`src/rtl/qpa_pkg.sv`:
```
package qpa_pkg;
  typedef logic [1:0] pool_t;
  localparam pool_t POOL_CRIT = 2'd3;
  localparam pool_t POOL_LAT  = 2'd2;
  localparam pool_t POOL_BW   = 2'd1;
  localparam pool_t POOL_BG   = 2'd0;
  localparam int    NUM_POOLS = 4;
endpackage

```
`src/rtl/qpa_pool_map.sv`:
```
module qpa_pool_map
  import qpa_pkg::*;
#(
  parameter int N_HOSTS = 4
) (
  input  logic [N_HOSTS-1:0]            req,
  input  logic [2*N_HOSTS-1:0]          qos_lvl,
  input  logic [2*N_HOSTS-1:0]          cfg_prio,
  input  logic [N_HOSTS-1:0]            qos_en,
  output logic [N_HOSTS-1:0][1:0]       eff_pool,
  output logic [NUM_POOLS-1:0][N_HOSTS-1:0] pool_req,
  output pool_t                         top_pool,
  output logic                          any_req
);
  for (genvar h = 0; h < N_HOSTS; h++) begin : g_host
    assign eff_pool[h] = qos_en[h] ? qos_lvl[2*h +: 2] : cfg_prio[2*h +: 2];
  end

  for (genvar p = 0; p < NUM_POOLS; p++) begin : g_pool
    for (genvar h = 0; h < N_HOSTS; h++) begin : g_member
      assign pool_req[p][h] = req[h] && (eff_pool[h] == pool_t'(p));
    end
  end

  always_comb begin
    top_pool = POOL_BG;
    any_req  = |req;
    for (int p = 0; p < NUM_POOLS; p++) begin
      if (|pool_req[p]) top_pool = pool_t'(p);
    end
  end
endmodule

```
`src/rtl/qpa_rr_pick.sv`:
```
module qpa_rr_pick #(
  parameter int N_HOSTS = 4
) (
  input  logic               clk,
  input  logic               rst_n,
  input  logic [N_HOSTS-1:0] cand,
  input  logic               advance,
  output logic [N_HOSTS-1:0] pick
);
  localparam int IDXW = (N_HOSTS > 1) ? $clog2(N_HOSTS) : 1;

  logic [IDXW-1:0] last_q;
  logic [IDXW-1:0] pick_idx;

  always_comb begin
    pick     = '0;
    pick_idx = last_q;
    for (int off = N_HOSTS; off >= 1; off--) begin
      int idx;
      idx = int'(last_q) + off;
      if (idx >= N_HOSTS) idx = idx - N_HOSTS;
      if (cand[idx]) begin
        pick     = '0;
        pick[idx] = 1'b1;
        pick_idx = IDXW'(idx);
      end
    end
  end

  always_ff @(posedge clk) begin
    if (!rst_n)                last_q <= IDXW'(N_HOSTS - 1);
    else if (advance && |cand) last_q <= pick_idx;
  end
endmodule

```
`src/rtl/qpa_fixed_pick.sv`:
```
module qpa_fixed_pick #(
  parameter int N_HOSTS = 4
) (
  input  logic [N_HOSTS-1:0] cand,
  output logic [N_HOSTS-1:0] pick
);
  always_comb begin
    pick = '0;
    for (int h = N_HOSTS - 1; h >= 0; h--) begin
      if (cand[h]) begin
        pick    = '0;
        pick[h] = 1'b1;
      end
    end
  end
endmodule

```
`src/rtl/qpa_keep_select.sv`:
```
module qpa_keep_select #(
  parameter int N_HOSTS = 4,
  parameter int CNT_W   = 8
) (
  input  logic [N_HOSTS-1:0][1:0]     eff_pool,
  input  logic [CNT_W*N_HOSTS-1:0]    remaining,
  output logic [N_HOSTS-1:0]          keep_cand
);
  always_comb begin
    logic [1:0] best;
    logic       found;
    keep_cand = '0;
    best      = '0;
    found     = 1'b0;
    for (int h = 0; h < N_HOSTS; h++) begin
      if (remaining[CNT_W*h +: CNT_W] != '0) begin
        if (!found || eff_pool[h] > best) begin
          keep_cand    = '0;
          keep_cand[h] = 1'b1;
          best         = eff_pool[h];
          found        = 1'b1;
        end
      end
    end
  end
endmodule

```
`src/rtl/qos_pool_arbiter.sv`:
```
module qos_pool_arbiter
  import qpa_pkg::*;
#(
  parameter int N_HOSTS = 4,
  parameter int CNT_W   = 8
) (
  input  logic                       clk,
  input  logic                       rst_n,
  input  logic [N_HOSTS-1:0]         req,
  input  logic [2*N_HOSTS-1:0]       qos_lvl,
  input  logic [2*N_HOSTS-1:0]       cfg_prio,
  input  logic [N_HOSTS-1:0]         qos_en,
  input  logic [CNT_W*N_HOSTS-1:0]   remaining,
  input  logic                       keep_mode,
  input  logic                       xfer_done,
  output logic [N_HOSTS-1:0]         grant
);
  logic [N_HOSTS-1:0][1:0]           eff_pool;
  logic [NUM_POOLS-1:0][N_HOSTS-1:0] pool_req;
  logic [NUM_POOLS-1:0][N_HOSTS-1:0] pool_pick;
  pool_t                             top_pool;
  logic                              any_req;
  logic [N_HOSTS-1:0]                keep_cand;
  logic [N_HOSTS-1:0]                grant_q, grant_d;
  logic                              arb_ev, keep_hit;

  qpa_pool_map #(.N_HOSTS(N_HOSTS)) u_map (
    .req(req), .qos_lvl(qos_lvl), .cfg_prio(cfg_prio), .qos_en(qos_en),
    .eff_pool(eff_pool), .pool_req(pool_req), .top_pool(top_pool), .any_req(any_req)
  );

  qpa_keep_select #(.N_HOSTS(N_HOSTS), .CNT_W(CNT_W)) u_keep (
    .eff_pool(eff_pool), .remaining(remaining), .keep_cand(keep_cand)
  );

  assign arb_ev   = xfer_done || (grant_q == '0);
  assign keep_hit = keep_mode && |(keep_cand & grant_q);

  for (genvar p = 0; p < NUM_POOLS; p++) begin : g_pick
    if (p == int'(POOL_CRIT) || p == int'(POOL_BG)) begin : g_rr
      logic adv;
      assign adv = arb_ev && !keep_hit && any_req && (top_pool == pool_t'(p));
      qpa_rr_pick #(.N_HOSTS(N_HOSTS)) u_rr (
        .clk(clk), .rst_n(rst_n), .cand(pool_req[p]), .advance(adv),
        .pick(pool_pick[p])
      );
    end else begin : g_fix
      qpa_fixed_pick #(.N_HOSTS(N_HOSTS)) u_fix (
        .cand(pool_req[p]), .pick(pool_pick[p])
      );
    end
  end

  always_comb begin
    grant_d = grant_q;
    if (arb_ev) begin
      if (keep_hit)     grant_d = grant_q;
      else if (any_req) grant_d = pool_pick[top_pool];
      else              grant_d = '0;
    end
  end

  always_ff @(posedge clk) begin
    if (!rst_n) grant_q <= '0;
    else        grant_q <= grant_d;
  end

  assign grant = grant_q;
endmodule

```
`config.mk`:
```
export PLATFORM = sky130hd
export DESIGN_NAME = qos_pool_arbiter
export DESIGN_NICKNAME = d
export VERILOG_FILES = /design/src/rtl/qpa_pkg.sv /design/src/rtl/qpa_pool_map.sv /design/src/rtl/qpa_rr_pick.sv /design/src/rtl/qpa_fixed_pick.sv /design/src/rtl/qpa_keep_select.sv /design/src/rtl/qos_pool_arbiter.sv
export SDC_FILE = /design/constraint.sdc
export NUM_CORES = 1
export LEC_CHECK = 0
export CORE_UTILIZATION = 49
export CTS_BUF_LIST = sky130_fd_sc_hd__clkbuf_2
export DETAILED_ROUTE_END_ITERATION = 8
export HOLD_SLACK_MARGIN = 0.08
export PLACE_DENSITY = 0.81
export SLEW_MARGIN = 20
export SYNTH_ARGS = -nofsm -noshare
export SYNTH_HDL_FRONTEND = slang
export SYNTH_SLANG_ARGS = --single-unit
```
`constraint.sdc`:
```
create_clock -name clk -period 7.07 [get_ports clk]
set_input_delay 1.414 -clock clk [delete_from_list [all_inputs] [get_ports clk]]
set_output_delay 1.414 -clock clk [all_outputs]
set_load 0.03 [all_outputs]
```
After elaboration in Yosys (flattened, before gate mapping)
Index checks and enable logic that the tools add are counted.
{"block": "op_classes", "addsub": 16, "muxes": 99, "order_cmp": 28, "eq_ne": 13, "reduce_logical": 60, "bitwise": 2}
{"op": ">= comparator 32 x 1 -> 1 bit, second input constant", "n": 8}
{"op": ">= comparator 32 x 4 -> 1 bit, second input constant", "n": 8}
{"op": "less-than comparator 32 x 4 -> 1 bit, second input constant", "n": 8}
{"op": "2-to-1 mux 32 bit", "n": 8}
{"op": "subtractor 32 x 4 -> 32 bit, second input constant", "n": 8}
{"op": "2-to-1 mux 4 bit", "n": 23}
{"op": "2-to-1 mux 2 bit", "n": 20}
{"op": "nonzero test 8 bit", "n": 4}
{"op": "logical AND 1 bit", "n": 31}
{"op": "2-to-1 mux 1 bit", "n": 31}
{"op": "OR reduction 4 bit", "n": 6}
{"op": "equality test 2 bit, second input constant", "n": 9}
{"op": "binary-select mux 1 bit (select 2 bit)", "n": 8}
{"op": "demux 1 bit (select 2 bit)", "n": 8}
{"op": "adder 2 x 2 -> 3 bit, second input constant", "n": 4}
{"op": "logical NOT 2 bit", "n": 5}
{"op": "adder 2 x 3 -> 4 bit, second input constant", "n": 2}
{"op": "binary-select mux 4 bit (select 2 bit)", "n": 1}
{"op": "equality test 2 x 1 -> 1 bit, second input constant", "n": 4}
{"op": "nonzero test 4 bit", "n": 2}
{"op": "adder 2 x 1 -> 3 bit, second input constant", "n": 2}
{"op": "> comparator 2 bit", "n": 3}
{"op": "AND reduction 2 bit", "n": 3}
{"op": "bitwise AND 4 bit", "n": 1}
{"op": "other kinds (5)", "n": 11}
{"block": "word_totals", "out_inout_bits": 4, "ff_bits": 8, "inputBits": 60, "word_cells": 221}

Depth between registers and ports, before layout
Gate-level depths: netlist (run 1).
{"block": "logic_depth", "ltp_word": 23, "depth_mapped": 24, "ltp_nobuf": 24}

By module
From an unflattened synthesis (run 1), not the netlist that was laid out.
{"block": "hier_totals", "cells_unflattened": 252, "hier_area_um2": 2232.1}
{"mod": "qpa_rr_pick at g_pick[0].g_rr.u_rr", "cells_per_inst": 48, "n_inst": 1, "area_each_um2": 504.2}
{"mod": "qpa_rr_pick at g_pick[3].g_rr.u_rr", "cells_per_inst": 49, "n_inst": 1, "area_each_um2": 494.2}
{"mod": "qpa_keep_select", "cells_per_inst": 54, "n_inst": 1, "area_each_um2": 439.2}
{"mod": "qpa_pool_map", "cells_per_inst": 62, "n_inst": 1, "area_each_um2": 395.4}
{"mod": "qos_pool_arbiter", "cells_per_inst": 31, "n_inst": 1, "area_each_um2": 321.6}
{"mod": "qpa_fixed_pick", "cells_per_inst": 4, "n_inst": 2, "area_each_um2": 38.8}

Worst setup path after synthesis (run 1)
OpenSTA, ideal clock, no wires.
{"block": "synth_timing", "path_type": "input to register", "start": "input remaining[1]", "end": "register g_pick[3].g_rr.u_rr.last_q[0]", "path_slack_ns": 1.655, "path_stages": 23, "arrival_ns": 5.292, "required_ns": 6.947, "setup_ns": 0.123, "path_cell_list": "nor4_2 > nand2_1 > nand2_1 > ha_1 > nor2b_1 > o21ai_0 > a21oi_1 > o21ai_0 > inv_1 > ha_1 > nor2b_1 > o21ai_0 > a21boi_2 > nand3_1 > o21ai_0 > ha_1 > nor2b_1 > o21ai_0 > o21ai_0 > a22o_1 > o21ai_1 > a221oi_1 > mux2_1"}
{"block": "synth_via", "elab_chain_cells": 23, "word_cells_on_any_way": 36, "classes_between": "order compare (3); mux (17); bitwise (1); reduce/logical (15)"}
{"element": "start: declaration", "line": "qos_pool_arbiter.sv:13", "text": "input logic [CNT_W*N_HOSTS-1:0] remaining,"}
{"element": "nonzero test 8 bit (*)", "line": "qpa_keep_select.sv:16", "text": "if (remaining[CNT_W*h +: CNT_W] != '0) begin"}
{"element": "2-to-1 mux 2 bit or 2-to-1 mux 1 bit (tied branches)", "line": "qpa_keep_select.sv:16"}
{"element": "> comparator 2 bit or logical NOT 1 bit (tied branches)", "line": "qpa_keep_select.sv:17", "text": "if (!found || eff_pool[h] > best) begin"}
{"element": "logical OR 1 bit", "line": "qpa_keep_select.sv:17"}
{"element": "2-to-1 mux 2 bit or 2-to-1 mux 1 bit (tied branches)", "line": "qpa_keep_select.sv:17"}
{"element": "2-to-1 mux 2 bit or 2-to-1 mux 1 bit (tied branches)", "line": "qpa_keep_select.sv:16"}
{"element": "> comparator 2 bit or logical NOT 1 bit (tied branches)", "line": "qpa_keep_select.sv:17"}
{"element": "logical OR 1 bit", "line": "qpa_keep_select.sv:17"}
{"element": "(+5 left out)"}
{"element": "2-to-1 mux 4 bit (*)", "line": "qpa_keep_select.sv:16"}
{"element": "bitwise AND 4 bit (*)", "line": "qos_pool_arbiter.sv:37", "text": "assign keep_hit = keep_mode && |(keep_cand & grant_q);"}
{"element": "OR reduction 4 bit (*)", "line": "qos_pool_arbiter.sv:37"}
{"element": "logical AND 1 bit (*)", "line": "qos_pool_arbiter.sv:37"}
{"element": "logical NOT 1 bit (*)", "line": "qos_pool_arbiter.sv:42", "text": "assign adv = arb_ev && !keep_hit && any_req && (top_pool == pool_t'(p));"}
{"element": "logical AND 1 bit (*) (3 in a row)", "line": "qos_pool_arbiter.sv:42"}
{"element": "logical AND 1 bit (*)", "line": "qpa_rr_pick.sv:32", "text": "else if (advance && |cand) last_q <= pick_idx;"}
{"element": "AND reduction 2 bit (no source line) (*)"}
{"element": "end signal: assignment", "line": "qpa_rr_pick.sv:31", "text": "if (!rst_n) last_q <= IDXW'(N_HOSTS - 1);"}
{"element": "end signal: assignment", "line": "qpa_rr_pick.sv:32"}
{"element": "end: declaration", "line": "qpa_rr_pick.sv:12", "text": "logic [IDXW-1:0] last_q;"}
Mark *: on every way between the ends. The rest lies on a longest branch, timed or not.
A chain may end at the register's enable or synchronous reset.

Worst setup path in the final report (run 1)
{"block": "layout_timing", "start": "input qos_en[0]", "end": "register g_pick[3].g_rr.u_rr.last_q[0]"}
{"block": "layout_via", "elab_chain_cells": 23, "word_cells_on_any_way": 62, "classes_between": "order compare (3); eq/ne (4); mux (34); bitwise (1); reduce/logical (20)"}
{"element": "start: declaration", "line": "qos_pool_arbiter.sv:12", "text": "input logic [N_HOSTS-1:0] qos_en,"}
{"element": "2-to-1 mux 2 bit (*)", "line": "qpa_pool_map.sv:16", "text": "assign eff_pool[h] = qos_en[h] ? qos_lvl[2*h +: 2] : cfg_prio[2*h +: 2];"}
{"element": "2-to-1 mux 2 bit", "line": "qpa_keep_select.sv:16"}
{"element": "> comparator 2 bit", "line": "qpa_keep_select.sv:17"}
{"element": "logical OR 1 bit", "line": "qpa_keep_select.sv:17"}
{"element": "2-to-1 mux 2 bit or 2-to-1 mux 1 bit (tied branches)", "line": "qpa_keep_select.sv:17"}
{"element": "2-to-1 mux 2 bit or 2-to-1 mux 1 bit (tied branches)", "line": "qpa_keep_select.sv:16"}
{"element": "> comparator 2 bit or logical NOT 1 bit (tied branches)", "line": "qpa_keep_select.sv:17"}
{"element": "logical OR 1 bit", "line": "qpa_keep_select.sv:17"}
{"element": "(+5 left out)"}
{"element": "2-to-1 mux 4 bit", "line": "qpa_keep_select.sv:16"}
{"element": "bitwise AND 4 bit", "line": "qos_pool_arbiter.sv:37"}
{"element": "OR reduction 4 bit", "line": "qos_pool_arbiter.sv:37"}
{"element": "logical AND 1 bit", "line": "qos_pool_arbiter.sv:37"}
{"element": "logical NOT 1 bit", "line": "qos_pool_arbiter.sv:42"}
{"element": "logical AND 1 bit (3 in a row)", "line": "qos_pool_arbiter.sv:42"}
{"element": "logical AND 1 bit", "line": "qpa_rr_pick.sv:32"}
{"element": "AND reduction 2 bit (no source line)"}
Mark *: on every way between the ends. The rest lies on a longest branch, timed or not. The select of a mux whose other input is x is not followed.

==> results of run 1 <==
-- routing by layer --
layer,vias to the layer above,share of wire
met5,-,0
met4,0,0.0048
met3,6,0.059
met2,76,0.49
met1,1079,0.45
li1,1142,-
-- placed cells by master, fill, tap and decap left out, types with 3 or more instances in the layout --
master and n:
a211oi_1 3, a21oi_1 5, a221oi_1 7, and2_1 3
clkbuf_2 3, clkdlybuf4s50_1 63, dfxtp_1 8, ha_1 22
inv_1 12, mux2_1 4, mux2i_1 7, mux4_2 8
nand2_1 34, nand2b_1 15, nand3_1 3, nand4_1 5
nor2_1 10, nor2b_1 3, nor4_1 8, o21ai_0 10
o21ai_1 3, o221ai_1 3, o22a_1 6, o22ai_1 10
o32a_1 8, o32ai_1 5, or2b_1 3
-- worst paths after layout --
| kind | slack (ns) | from | end |
|---|---|---|---|
| worst min-delay path | 0.52 | grant[2]$_SDFFE_PN0P_ | grant[2]$_SDFFE_PN0P_ |
| worst max register to register | 4.10 | g_pick[3].g_rr.u_rr.last_q[0]$_SDFFE_PN1P_ | grant[3]$_SDFFE_PN0P_ |
| worst min register to register | 0.52 | grant[2]$_SDFFE_PN0P_ | grant[2]$_SDFFE_PN0P_ |
| worst max-delay path | 0.82 | qos_en[0] | g_pick[3].g_rr.u_rr.last_q[0]$_SDFFE_PN1P_ |
-- report_power, final --
| part | switching, mW | internal [mW] | total, mW | leakage [nW] |
|---|---|---|---|---|
| Clock | 0.0169 | 0.0116 | 0.0284 | 0.0125 |
| Sequential | 0.0220 | 0.0568 | 0.0788 | 0.0655 |
| Combinational | 0.179 | 0.160 | 0.339 | 0.939 |
-- sequential cells by signal, indices dropped and copies added, names as in the netlist --
signal                   flops
g_pick.g_rr.u_rr.last_q      4
grant                        4
-- stage by stage --
stage / power [mW] / utilization / worst slack (ns) / instances
finish: 0.446 / 0.714 / 0.815 / 361
global placement: 0.406 / 0.710 / 0.861 / 358
global route: 0.485 / 0.714 / 0.344 / 361
CTS: 0.443 / 0.714 / 0.844 / 361
floorplan: 0.307 / - / 1.65 / 250
detailed placement: 0.412 / 0.710 / 0.588 / 358
-- cells in the mapped netlist, types with 2 or more instances --
cell type  count
a221o_1        2
a21oi_1        5
nand3_1        3
o211a_1        2
nand2_1       34
and2_1         3
nor2b_1        3
or2b_1         3
o21ai_0       10
o32a_1         8
nor3_1         2
o21ai_1        3
ha_1          22
o211ai_1       2
a211oi_1       3
nor4_1         8
o2111ai_1      2
mux2i_1        7
a22o_1         2
nand4_1        5
mux2_1         4
nor3b_1        2
nor4_2         2
o21a_1         2
inv_1         12
o32ai_1        5
a31oi_1        2
o22ai_1       10
nand2b_2       2
o22a_1         6
dfxtp_1        8
clkbuf_1       2
nand2b_1      15
nor2_1        10
o221ai_1       3
mux4_2         8
a221oi_1       7
o31a_1         2
-- area by class of cell --
type	instances	area [um^2]
multi-input cells	226	1800
fillers	318	1090
repair buffers	63	631
flip-flops and latches	8	160
well taps	48	60.1
inverters	13	48.8
clock buffers	3	15.0
-- worst min-delay path: cells and delay by family (launching register included) --
family,cells,cell delay [ns]
AOI/OAI and AO/OA,1,0.07
buffers and inverters,1,0.07
DFF,1,0.34
-- logic make-up after synthesis --
group                      share of synthesized area
and+or+nand+nor                                0.262
AOI/OAI and AO/OA                              0.341
adders and majority gates                      0.136
muxes                                          0.152
buffers and inverters                         0.0298
DFF                                           0.0794
==> impl_results.md, run 1 <==
* Status: complete, no violations
* Worst VDD drop at roughly 0.000067 V
* Synth area leader: ha_1
* Final hold slack at ~0.52 ns
* MaxCap Viol Count at 0
* HPWL Detailed at 5.22 mm
* N_diodes at 0
* Synth Warn # at 0
* Startpoint Class: primary input
* DRC viols at 0
* Clk_skew at ~0.0025 ns
* Crit path capture type: flip-flop
* Synthesized cell area at 0.00202 mm^2
* Die Y at 66.2 um
* Routed len/inst at ~17 um
* Stages on worst setup path at 24
* Top cell type's share of synthesized area at 0.136
* Slew HR at 0.522
* Fmax at between 0.15 and 0.2 GHz
* Gpl congestion at 0.968
* Total core area at approximately 0.0038 mm^2
* Syn Inst Count at 250
* Vias at 2303
* Layout cell share with drive strength beyond 1 at 0.0703
* Period utilization at 0.885
* Netlist cell types at between 50 and 60
* Mean Syn Cell Area at roughly 8.1 um^2
* Total wire length at slightly above 6 mm
* Total grt overflow at 0
* Final TNS setup at 0 ns
* Number of global-route vias before repair at between 2k and 2.5k
* First-pass GRT wire length at between 10 and 15 mm
* Drt pass-1 iters at 4
* Clock transition at path regs at 0.09 ns
* Worst path most repeated cell: o21ai_0
* Routed Antenna Nets at 0
* Initial detailed-routing violation count at between 150 and 200
* Number of post-CTS setup repair buffers at 0
* Critical path required time at roughly 7 ns
* Worst hold path type: reg -> reg
* Power per cell area at ~160 mW/mm^2
* # nets final at slightly below 400
* Worst path bufs/invs at 2
* Crit path DAT at 6.38 ns
* Clock sink count at 8
* Pleak at roughly 1.0 nW
* GRT Total Usage at 0.296
* Tmin final at around 6.3 ns
* Clk_lat worst skew at roughly 0.24 ns
* Sequential fraction of the synthesis area at 0.0794
* Number of flops mapped to enable cells by yosys at 0
* Met3 Use GR at 0.0310
* CTS resizes at 0
* CTS root buffer: clkbuf_2
* Largest net degree at the start of global routing at 12
* TritonCTS clock tree: built
* Port Buffers at 63
* Fin. max-slew vios at 0
* Global routing met2 resource utilization at 0.524
* Synth top area cells: ha_1 14%, mux4_2 8.9%, dfxtp_1 7.9%
* R2R depth at 7
* Syn_nets at around 330
* WS Path Type: in -> reg
* Die ar. at roughly 0.0044 mm^2
* IO Pins at 64
* Clock Tree Buf Depth at 2
* Most common flop cell mapped by yosys: dfxtp_1
* Asr flop ratio synth at 0
* GRT busiest layer: met2
* Worst-path cell with the longest stage delay: clkdlybuf4s50_1
* CP cell instances: clkdlybuf4s50_1 -> or2b_1 -> nand2_1 -> nand2_1 -> ha_1 -> nor2b_1 -> o21ai_0 -> a21oi_1 -> o21ai_0 -> inv_1 -> ha_1 -> nor2b_1 -> o21ai_0 -> a21boi_2 -> nand3_1 -> o21ai_0 -> ha_1 -> nor2b_1 -> o21ai_0 -> o21ai_0 -> a22o_1 -> o21ai_1 -> a221oi_1 -> mux2_1
* Die X at between 60 and 70 um
* Area Growth Syn to Fin at 34.4%
* CTS hold repair buffers at 0
* Final setup vio count at 0
* Seq cells post-synth at 8
* Cts bufs inserted at 3
* Placed inst area at 0.00270 mm^2
* H-tree depth at 1
* Worst slew pin tran at 0.710 ns
* Initial antenna violation count at 0
* Final Hold Vio Count at 0
* Std cell rows at 22
* Final Instance Area at 0.00271 mm^2
* Met1 GRT Util at 0.390
* RSZ-0062 raised after global routing: false
* Initial Util at 0.531
* WHS Path Cells at 2
* Routed vias/inst at roughly 6.4
* Crit path max-delay family: compound AO/OA/AOI/OAI gates
* Critical Path Max Stage Delay at ~0.52 ns
* Crit path max fanout at 7
No activity file was read; power rests on OpenSTA's default activity.
==> run 2, diff against run 1 <==
Settings changed: CORE_UTILIZATION 49 to 50, DONT_BUFFER_PORTS from default to 1, PLACE_DENSITY 0.81 to 0.62.
==> impl_results.md, run 2 (synthesis results as in run 1) <==
* Crit path max fanout at 6 (was 7)
* Total grt overflow at 0 (unchanged)
* Initial Util at 0.535 (was 0.531)
* Cts bufs inserted at 3 (unchanged)
* Final setup vio count at 0 (unchanged)
* IO Pins at 64 (unchanged)
* Internal Power at 189 uW (was 228 uW)
* N_diodes at 0 (unchanged)
* Die Y at 65.5 um (was 66.2 um)
* WHS Path Cells at 2 (unchanged)
* Most common cell after layout, fill and taps aside: nand2_1 (was clkdlybuf4s50_1)
* Layout cell share with drive strength beyond 1 at 0.0880 (was 0.0703)
* Number of post-CTS setup repair buffers at 0 (unchanged)
* WS Path Type: in -> reg (unchanged)
* Number of global-route vias before repair at 1812 (was 2158)
* Worst VDD drop at 0.0000636 V (was 0.0000675 V)
* Period utilization at 0.809 (was 0.885)
* Final TNS setup at 0 ns (unchanged)
* TritonCTS clock tree: built (unchanged)
* Routed vias/inst at 6.87 (was 6.38)
* Total core area at 0.00377 mm^2 (was 0.00380 mm^2)
* Worst slew pin tran at 0.613 ns (was 0.710 ns)
* Most frequent cells in the layout: 34 x nand2_1, 22 x ha_1, 15 x nand2b_1 (was 63 x clkdlybuf4s50_1, 34 x nand2_1, 22 x ha_1)
* Final Instance Area at 0.00208 mm^2 (was 0.00271 mm^2)
* CTS resizes at 0 (unchanged)
* Die X at 65.5 um (was 66.2 um)
* Crit path capture type: flip-flop (unchanged)
* Place WS at 1.16 ns (was 0.588 ns)
* Worst hold path type: reg -> reg (unchanged)
* MaxCap Viol Count at 0 (unchanged)
* Port Buffers at 0 (was 63)
* Initial detailed-routing violation count at 220 (was 166)
* Fin. max-slew vios at 0 (unchanged)
* Placed inst area at 0.00207 mm^2 (was 0.00270 mm^2)
* Switching pwr at 198 uW (was 218 uW)
* Die ar. at 0.00429 mm^2 (was 0.00438 mm^2)
* Pleak at 0.772 nW (was 1.02 nW)
* Fmax at 0.175 GHz (was 0.160 GHz)
* RSZ-0062 raised after global routing: false (unchanged)
* Startpoint Class: primary input (unchanged)
* Tmin final at 5.72 ns (was 6.25 ns)
* Std cell rows at 22 (unchanged)
* Clk_lat worst skew at 0.23 ns (was 0.24 ns)
* Initial antenna violation count at 0 (unchanged)
* Worst Setup Slack, final at 1.35 ns (was 0.815 ns)
* DRC viols at 0 (unchanged)
* CTS hold repair buffers at 0 (unchanged)
* Clock transition at path regs at 0.08 ns (was 0.09 ns)
* Total wire length at 5.41 mm (was 6.22 mm)
* H-tree depth at 1 (unchanged)
* # nets final at 334 (was 397)
* Switching share of power at 0.511 (was 0.488)
* Routed Antenna Nets at 0 (unchanged)
* Logic pwr share at 0.690 (was 0.759)
* Drt pass-1 iters at 4 (unchanged)
* Clk pwr share at 0.068 (was 0.064)
* Routed len/inst at 18.1 um (was 17.2 um)
* Final Hold Vio Count at 0 (unchanged)
* Largest net degree at the start of global routing at 12 (unchanged)
* HPWL Detailed at 4.46 mm (was 5.22 mm)
* Clock sink count at 8 (unchanged)
* Gpl congestion at 0.837 (was 0.968)
* Clk_skew at 0.0128 ns (was 0.00249 ns)
* CTS root buffer: clkbuf_2 (unchanged)
* Area Growth Syn to Fin at 3.16% (was 34.4%)
* Final Util at 0.552 (was 0.714)
* Part of the power in registers at 0.243 (was 0.177)
* R2R depth at 7 (unchanged)
* Clock Tree Buf Depth at 2 (unchanged)
* GRT Total Usage at 0.256 (was 0.296)
* Power per cell area at 186 mW/mm^2 (was 164 mW/mm^2)
* Crit path DAT at 5.84 ns (was 6.38 ns)
* Vias at 2047 (was 2303)
* Critical path required time at 7.19 ns (was 7.20 ns)
* Status: complete, no violations (unchanged)
* First-pass GRT wire length at 8.55 mm (was 10.0 mm)
* Slew HR at 0.587 (was 0.522)
[run 2: final cells by class]
type	count	area, um^2
Multi-Input combinational cell	226	1800
Inverter	13	48.8
Sequential cell	8	160
Fill cell	356	1690
Clock buffer	3	15.0
Tap cell	48	60.1
[run 2: metrics by stage]
step / instances / power [mW] / hold slack (ns)
after global routing: 298 / 0.425 / 0.690
after global placement: 295 / 0.360 / 0.641
after CTS: 298 / 0.386 / 0.659
after detailed placement: 295 / 0.358 / 0.639
final: 298 / 0.388 / 0.658
after floorplan: 250 / 0.307 / 0.588
[run 2: worst max-delay path, stage by stage]
cell,delay [ns]
nor4_2,0.33
nand2_1,0.17
nand2_1,0.12
ha_1,0.24
nor2b_1,0.13
o21ai_0,0.21
a21oi_1,0.16
o21ai_0,0.25
inv_1,0.07
ha_1,0.29
nor2b_1,0.12
o21ai_0,0.10
a21boi_2,0.27
nand3_1,0.10
o21ai_0,0.08
ha_1,0.26
nor2b_1,0.13
o21ai_0,0.16
o21ai_0,0.14
a22o_1,0.23
o21ai_1,0.37
a221oi_1,0.18
mux2_1,0.35
[run 2: routing by layer]
layer  GRT usage  wire length (um)
met2       0.419              2500
met1       0.363              2570
met4      0.0353                59
met5           0                 0
met3      0.0330               272
[run 2: worst paths after layout]
kind / start / endpoint / slack (ns)
max: remaining[5] / g_pick[3].g_rr.u_rr.last_q[0]$_SDFFE_PN1P_ / 1.35
min reg2reg: g_pick[0].g_rr.u_rr.last_q[0]$_SDFFE_PN1P_ / g_pick[0].g_rr.u_rr.last_q[0]$_SDFFE_PN1P_ / 0.66
max reg2reg: g_pick[3].g_rr.u_rr.last_q[0]$_SDFFE_PN1P_ / grant[0]$_SDFFE_PN0P_ / 4.02
min: g_pick[0].g_rr.u_rr.last_q[0]$_SDFFE_PN1P_ / g_pick[0].g_rr.u_rr.last_q[0]$_SDFFE_PN1P_ / 0.66
[run 2: power groups by stage]
stage                     sequential, mW  clock [mW]  combinational (mW)
after detailed placement          0.0959           0               0.262
after CTS                         0.0946      0.0269               0.265
final                             0.0941      0.0262               0.267
after global placement            0.0950           0               0.265
after global routing              0.0966      0.0296               0.299
after floorplan                   0.0832           0               0.224
==> run 3, diff against run 2 <==
Settings changed: PLACE_DENSITY 0.62 to 0.65.
Clock period 7.07 ns to 4.9 ns, I/O delays scaled along.
==> impl_results.md, run 3 (synthesis results as in run 1) <==
* H-tree depth at 1 (unchanged)
* Final setup vio count at 0 (unchanged)
* CTS root buffer: clkbuf_2 (unchanged)
* Clk_lat worst skew at 0.23 ns (about the same)
* Flop2flop setup slack at 1.86 ns (was 4.02 ns)
* Status: complete, no violations (unchanged)
* WHS Path Cells at 2 (unchanged)
* WS Path Type: in -> reg (unchanged)
* Internal Power at 328 uW (was 189 uW)
* Final Util at 0.616 (was 0.552)
* Register area at 160 um^2 (unchanged)
* Power Total at 648 uW (was 388 uW)
* Pleak at 0.893 nW (was 0.772 nW)
* Power per cell area at 279 mW/mm^2 (was 186 mW/mm^2)
* # nets final at 353 (was 334)
* Area Growth Syn to Fin at 15.1% (was 3.16%)
* Die ar. at 0.00429 mm^2 (unchanged)
* Clk_skew at 0.00341 ns (was 0.0128 ns)
* Routed vias/inst at 6.74 (was 6.87)
* Cts bufs inserted at 3 (unchanged)
* Final Hold Vio Count at 0 (unchanged)
* Clk pwr share at 0.060 (was 0.068)
* Critical path required time at 5.03 ns (was 7.19 ns)
* Final Instance Area at 0.00232 mm^2 (was 0.00208 mm^2)
* Number of global-route vias before repair at 1939 (was 1812)
* DRC viols at 0 (unchanged)
* Die X at 65.5 um (unchanged)
* Crit path max fanout at 6 (unchanged)
* Drt pass-1 iters at 5 (was 4)
* Fillers at 343 (was 356)
* CP cell instances: nor4_4 -> a21oi_1 -> ha_1 -> nand2_1 -> o21ai_2 -> a21oi_2 -> buf_4 -> mux2i_2 -> ha_1 -> nand2_1 -> o21ai_2 -> a21boi_2 -> nand3_1 -> o21ai_1 -> ha_1 -> nor2b_1 -> o21ai_1 -> o21ai_2 -> a22o_1 -> o21ai_4 -> a211oi_2 -> mux2_1 (was nor4_2 -> nand2_1 -> nand2_1 -> ha_1 -> nor2b_1 -> o21ai_0 -> a21oi_1 -> o21ai_0 -> inv_1 -> ha_1 -> nor2b_1 -> o21ai_0 -> a21boi_2 -> nand3_1 -> o21ai_0 -> ha_1 -> nor2b_1 -> o21ai_0 -> o21ai_0 -> a22o_1 -> o21ai_1 -> a221oi_1 -> mux2_1)
* Worst-path cell with the longest stage delay: mux2_1 (was o21ai_1)
* Std cell rows at 22 (unchanged)
* Period utilization at 0.968
* Most common cell after layout, fill and taps aside: nand2_1 (unchanged)
* First-pass GRT wire length at 9.02 mm (was 8.55 mm)
* Routed len/inst at 18.0 um (was 18.1 um)
* Port Buffers at 0 (unchanged)
* Fmax at approximately 0.21 GHz
* HPWL Detailed at 4.60 mm (was 4.46 mm)
* Most frequent cells in the layout: 33 x nand2_1, 21 x ha_1, 19 x buf_4 (was 34 x nand2_1, 22 x ha_1, 15 x nand2b_1)
* Crit path capture type: flip-flop (unchanged)
* Vias at 2136 (was 2047)
* Reg2reg end: grant[3]$_SDFFE_PN0P_ (was grant[0]$_SDFFE_PN0P_)
* Initial Util at 0.535 (unchanged)
* Worst VDD drop at 0.000123 V (was 0.0000636 V)
* Placed inst area at 0.00217 mm^2 (was 0.00207 mm^2)
* Logic pwr share at 0.734 (was 0.690)
* Switching pwr at 320 uW (was 198 uW)
* IO Pins at 64 (unchanged)
* Clock transition at path regs at 0.08 ns (about the same)
* Total grt overflow at 0 (unchanged)
* Worst hold path type: reg -> reg (unchanged)
* RSZ-0062 raised after global routing: true (was false)
* Die Y at 65.5 um (unchanged)
* Final TNS setup at 0 ns (unchanged)
* Startpoint Class: primary input (unchanged)
* Crit path DAT at 4.87 ns (was 5.84 ns)
* Clock sink count at 8 (unchanged)
* Final hold slack at 0.674 ns (was 0.658 ns)
* Reg2reg start: g_pick[3].g_rr.u_rr.last_q[0]$_SDFFE_PN1P_ (unchanged)
* Hold EP: grant[1]$_SDFFE_PN0P_ (was g_pick[0].g_rr.u_rr.last_q[0]$_SDFFE_PN1P_)
* Switching share of power at 0.494 (was 0.511)
* R2R depth at 7 (unchanged)
* Critical Path Max Stage Delay at 0.34 ns (was 0.37 ns)
* N_diodes at 0 (unchanged)
* Gpl congestion at 0.903 (was 0.837)
* Tmin final at between 4 and 5 ns
* Worst slew pin tran at 0.897 ns (was 0.613 ns)
* Total wire length at 5.70 mm (was 5.41 mm)
* Slew HR at 0.396 (was 0.587)
* Initial detailed-routing violation count at 136 (was 220)
* Hold wc startpoint: grant[1]$_SDFFE_PN0P_ (was g_pick[0].g_rr.u_rr.last_q[0]$_SDFFE_PN1P_)
* Fin. max-slew vios at 0 (unchanged)
* Area occupied by multi-input gates at 0.00190 mm^2 (was 0.00180 mm^2)
* Layout cell share with drive strength beyond 1 at 0.208 (was 0.0880)
* Clock Tree Buf Depth at 2 (unchanged)
* TritonCTS clock tree: built (unchanged)
* Largest net degree at the start of global routing at 12 (unchanged)
* Routed Antenna Nets at 0 (unchanged)
* GRT Total Usage at 0.269 (was 0.256)
* Total core area at 0.00377 mm^2 (unchanged)
* Part of the power in registers at 0.207 (was 0.243)
* MaxCap Viol Count at 0 (unchanged)
* Initial antenna violation count at 0 (unchanged)
-- run 3: area by class of cell --
class	instances	area share
well taps	48	0.0259
flip-flops and latches	8	0.0690
repair buffers	19	0.0614
multi-input cells	226	0.816
clock buffers	3	0.00647
inverters	13	0.0210
-- run 3: worst max-delay path by stage --
| stage | start | endpoint | slack, ns |
|---|---|---|---|
| 4_1_cts | remaining[1] | g_pick[3].g_rr.u_rr.last_q[1]$_SDFFE_PN1P_ | 0.004 |
| 5_1_grt | remaining[1] | g_pick[0].g_rr.u_rr.last_q[1]$_SDFFE_PN1P_ | -0.07 |
| 6_report | remaining[6] | g_pick[0].g_rr.u_rr.last_q[1]$_SDFFE_PN1P_ | 0.15 |
| 2_1_floorplan | remaining[1] | g_pick[3].g_rr.u_rr.last_q[0]$_SDFFE_PN1P_ | 0.01 |
| 3_3_place_gp | remaining[5] | g_pick[0].g_rr.u_rr.last_q[1]$_SDFFE_PN1P_ | -0.26 |
| 3_5_place_dp | remaining[5] | g_pick[0].g_rr.u_rr.last_q[1]$_SDFFE_PN1P_ | -0.35 |
-- run 3: power by group through the flow --
| stage | combinational [mW] | clock, mW | sequential, mW |
|---|---|---|---|
| 3_3_place_gp | 0.402 | 0 | 0.136 |
| 5_1_grt | 0.519 | 0.0426 | 0.139 |
| 3_5_place_dp | 0.401 | 0 | 0.136 |
| 2_1_floorplan | 0.326 | 0 | 0.120 |
| 4_1_cts | 0.426 | 0.0394 | 0.135 |
| 6_report | 0.476 | 0.0386 | 0.134 |
-- run 3: per-stage QoR --
step	std cells	worst slack, ns
after detailed placement	308	-0.348
after global placement	308	-0.263
after global routing	317	-0.0679
after floorplan	250	0.0108
after CTS	313	0.00400
final	317	0.155
-- run 3: repair_timing --
action,CTS,global route
resized for setup,5,19
endpoints found under the hold margin,0,0
hold buffers,0,0
pin swaps,3,15
endpoints found under the setup margin,7,8
setup buffers,2,4
-- run 3: per-layer routing --
metal | global-route usage | part of all wire | vias to the layer above | routed length [um]
met5 | 0 | 0 | - | 0
met4 | 0.0272 | 0.0081 | 0 | 46
met3 | 0.0417 | 0.049 | 4 | 279
met2 | 0.478 | 0.49 | 64 | 2770
met1 | 0.351 | 0.46 | 1018 | 2600
li1 | - | - | 1050 | -
-- run 3: critical path, delay by kind of cell --
kind | cells | cell delay (ns)
muxes | 2 | 0.56
adders and majority gates | 3 | 0.81
and+or+nand+nor | 5 | 0.69
buffers and inverters | 1 | 0.15
AOI/OAI and AO/OA | 11 | 1.67
